<file path="src/rtl/mtc_pkg.sv">
// Shared types for the memory test traffic checker.
package mtc_pkg;
    // Sequencer phase: idle, issuing writes, issuing reads / collecting responses.
    typedef enum logic [1:0] {
        ST_IDLE  = 2'd0,
        ST_WRITE = 2'd1,
        ST_READ  = 2'd2
    } mtc_state_e;

    localparam int PRBS_LEN = 31;
endpackage

</file>
<file path="src/rtl/mtc_prbs_word.sv">
// PRBS-31 word source (x^31 + x^28 + 1).
// Produces DW fresh sequence bits per word, MSB first.
// Assumes DW >= 2; load has priority over advance.
module mtc_prbs_word #(
    parameter int DW = 32,
    parameter logic [30:0] SEED = 31'h2545F491
) (
    input  logic          clk,
    input  logic          rst_n,
    input  logic          load,
    input  logic          advance,
    output logic [DW-1:0] word
);
    import mtc_pkg::*;

    logic [PRBS_LEN-1:0] lfsr;
    logic [PRBS_LEN-1:0] lfsr_next;

    // Unroll DW shifts to form the current word and the following state.
    always_comb begin
        logic [PRBS_LEN-1:0] s;
        logic fb;
        s    = lfsr;
        word = '0;
        for (int b = 0; b < DW; b++) begin
            fb   = s[30] ^ s[27];
            s    = {s[29:0], fb};
            word = {word[DW-2:0], fb};
        end
        lfsr_next = s;
    end

    // Hold, reseed or step the register.
    always_ff @(posedge clk) begin
        if (!rst_n || load) lfsr <= SEED;
        else if (advance)   lfsr <= lfsr_next;
    end

    AST_LFSR_NONZERO: assert property (@(posedge clk) disable iff (!rst_n)
        lfsr != '0);
endmodule

</file>
<file path="config.mk">
export PLATFORM = sky130hd
export DESIGN_NAME = mtc_prbs_word
export DESIGN_NICKNAME = d
export VERILOG_FILES = /design/src/rtl/mtc_pkg.sv /design/src/rtl/mtc_prbs_word.sv
export SDC_FILE = /design/constraint.sdc
export NUM_CORES = 1
export LEC_CHECK = 0
export BUFFER_PORTS_ARGS = -buffer_cell sky130_fd_sc_hd__buf_2
export CORE_MARGIN = 2
export CORE_UTILIZATION = 45
export CTS_CLUSTER_DIAMETER = 200
export DETAILED_ROUTE_END_ITERATION = 16
export GPL_TIMING_DRIVEN = 0
export PLACE_DENSITY = 0.78
export SLEW_MARGIN = 20
export SYNTH_ARGS = -nofsm -noshare
export SYNTH_HDL_FRONTEND = slang
export SYNTH_SLANG_ARGS = --single-unit
</file>
<file path="constraint.sdc">
create_clock -name clk -period 2 [get_ports clk]
set_clock_uncertainty 0.05 [all_clocks]
set_input_delay 0.1 -clock clk [delete_from_list [all_inputs] [get_ports clk]]
set_output_delay 0.1 -clock clk [all_outputs]
set_load 0.01 [all_outputs]
</file>
==> impl_metrics.csv <==
group,metric,value,unit
run_status,status,"finished, final reports clean",
die,dieArea,3630,µm²
clocking,cts_resized,0,
global_route,grt_max_degree,11,
global_route,overflow,0,
yosys,yosysWarnings,0,
cells_and_area,layout-drive-gt1-share,0.282,
sta,max_freq,0.645,GHz
worst_setup_path,ff2ff_setup_slack,0.71,ns
cells_and_area,final_cell_count_no_fill,221,
placed_design,dp_slack,0.741,ns
global_route,met2_usage,0.278,
yosys,synth_cell_types,12,
cells_and_area,final_cell_area,1750,µm²
detailed_routing,dr.pass1.iters,4,
cells_and_area,final_nets,180,
clocking,cts.reportedPaths.clkPinSlew,0.10,ns
yosys,avgSynthCellArea,10.6,µm²
detailed_routing,drc,0,
hold_path,hold_path.class,"primary input to flip-flop",
die,start_util,0.470,
clocking,cts_root_buffer,"clkbuf_4",
cells_and_area,final_cell_mix,"buf_2, mux2i_1, dfxtp_1",
power_and_ir_drop,powerDensity,782,nW/µm²
power_and_ir_drop,vdd_drop_max,0.539,mV
worst_setup_path,critPathMaxFanout,4,
global_route,grt_pass1_vias,1013,
cells_and_area,nFillCells,268,
detailed_routing,via_count,1042,
yosys,syn_nets,138,
detailed_routing,drt-wirelength-per-cell,12.5,µm
global_route,busiest_layer,"met2",
sta,setup_viol,0,
die,die_x,60.3,µm
placed_design,place_area,1650,µm²
cells_and_area,diodes,0,
sta,final-hold-violation-count,0,
cells_and_area,multi_input_area,767,µm²
sta,fin_crit,1.55,ns
yosys,ys_seq_area_frac,0.436,
sta,fin_crit_sh,0.775,
clocking,cts_sinks,31,
sta,rsz0062_at_grt,"no",
placed_design,gp_congestion,0.850,
cells_and_area,ff_latch_area,621,µm²
worst_setup_path,end_kind,"output port",
worst_setup_path,worstPathArrival,1.40,ns
placed_design,port-buffer-count,34,
cells_and_area,syn_to_final_growth,22.6,%
cells_and_area,largest_register,"lfsr",
global_route,use_met3,0.0606,
placed_design,place_hpwl,2090,µm
clocking,insertion_delay,0.34,ns
yosys,syn_area,1420,µm²
placed_design,dp.cells,212,
yosys,synth_seq_cells,31,
global_route,grt_pass1_wl,4640,µm
die,rows,20,
clocking,numCtsBuffers,5,
detailed_routing,route.final.wire_length,2770,µm
sta,setup-tns-final,0,ns
global_route,grt.total_usage,0.179,
sta,slew_headroom,0.737,
detailed_routing,vias_per_cell,4.71,
detailed_routing,drtAntennaViolNets,0,
clocking,hold_buffers,1,
clocking,cts_buffer_depth,2,
job,drv_cap,0,
cells_and_area,largest_reg_flops,31,
global_route,met1_usage,0.217,
clocking,htree_levels,2,
power_and_ir_drop,p_leak,0.000876,µW
detailed_routing,drtIter0Drc,10,
global_route,antenna_found_initial,0,
sta,tightestPinTransition,0.393,ns
clocking,cts_tree,"done",
worst_setup_path,cp_data_required_time,1.85,ns
sta,worst_slack,0.451,ns
yosys,netlist_instances,134,
die,core,3030,µm²
die,pin_count,36,
sta,final_max_slew_viol_count,0,
cells_and_area,final_common_cell,"buf_2",
worst_setup_path,path_class,"flip-flop to output port",
worst_setup_path,critPathLaunchType,"flip-flop",
die,die_h,60.3,µm
cells_and_area,top_regs,"lfsr: 31 flops",
clocking,post-cts-setup-buffer-count,0,
==> metal layers <==
metal / share of wire / wire length (µm)
met4: 0.025 / 69
met3: 0.051 / 141
met2: 0.47 / 1290
met1: 0.46 / 1270
met5: 0 / 0
==> path summary, 6_finish.rpt <==
| check | end | start | depth (start not counted) |
|---|---|---|---|
| worst min register to register | lfsr[28] | lfsr[28] | 2 |
| worst min-delay path | lfsr[30] | advance | 3 |
| worst max register to register | lfsr[2] | lfsr[26] | 3 |
| worst max-delay path | word[2] | lfsr[26] | 2 |
==> worst max-delay path, stage by stage (launching register included) <==
cell and delay [ns]:
dfxtp_1 0.44, xor3_2 0.47, buf_2 0.15
==> Yosys cell counts <==
master | instances | area [µm²]
mux2i_1 | 31 | 310
xor3_1 | 1 | 23.8
nand2b_1 | 1 | 6.26
nor2_1 | 17 | 63.8
nor2b_1 | 1 | 6.26
xor3_2 | 2 | 50.1
dfxtp_1 | 31 | 621
clkbuf_1 | 1 | 3.75
buf_4 | 1 | 7.51
xor2_1 | 29 | 254
nand2_1 | 14 | 52.6
buf_2 | 5 | 25.0
==> kinds of logic (layout without fill, tap and decap cells) <==
kind of cell,count (synthesis),in the layout,share of synthesized area
buffers and inverters,7,50,0.0255
flip-flops,31,31,0.436
multiplexers,31,31,0.218
AND/OR/NAND/NOR,33,33,0.0905
XOR/XNOR,32,32,0.230
==> cell type report <==
type	count	share of cell area
sequential	31	0.356
tap	44	0.0315
clock buffer	6	0.0294
timing repair buffer	35	0.103
clock inverter	2	0.0201
buffer	7	0.0208
multi-input combinational	96	0.439
==> report_power, final <==
part	internal (µW)	switching (µW)
sequential	638	24.4
clock	295	213
combinational	92.7	102
==> per-stage QoR <==
stage	total power, µW	hold WS [ns]	utilization
after global routing	1440	0.0145	0.576
after CTS	1390	0.00471	0.576
after floorplan	805	0.184	-
final	1360	0.0192	0.576
after detailed placement	871	0.323	0.545
after global placement	865	0.308	0.545
Note: power is estimated with default switching activity, not from simulation.
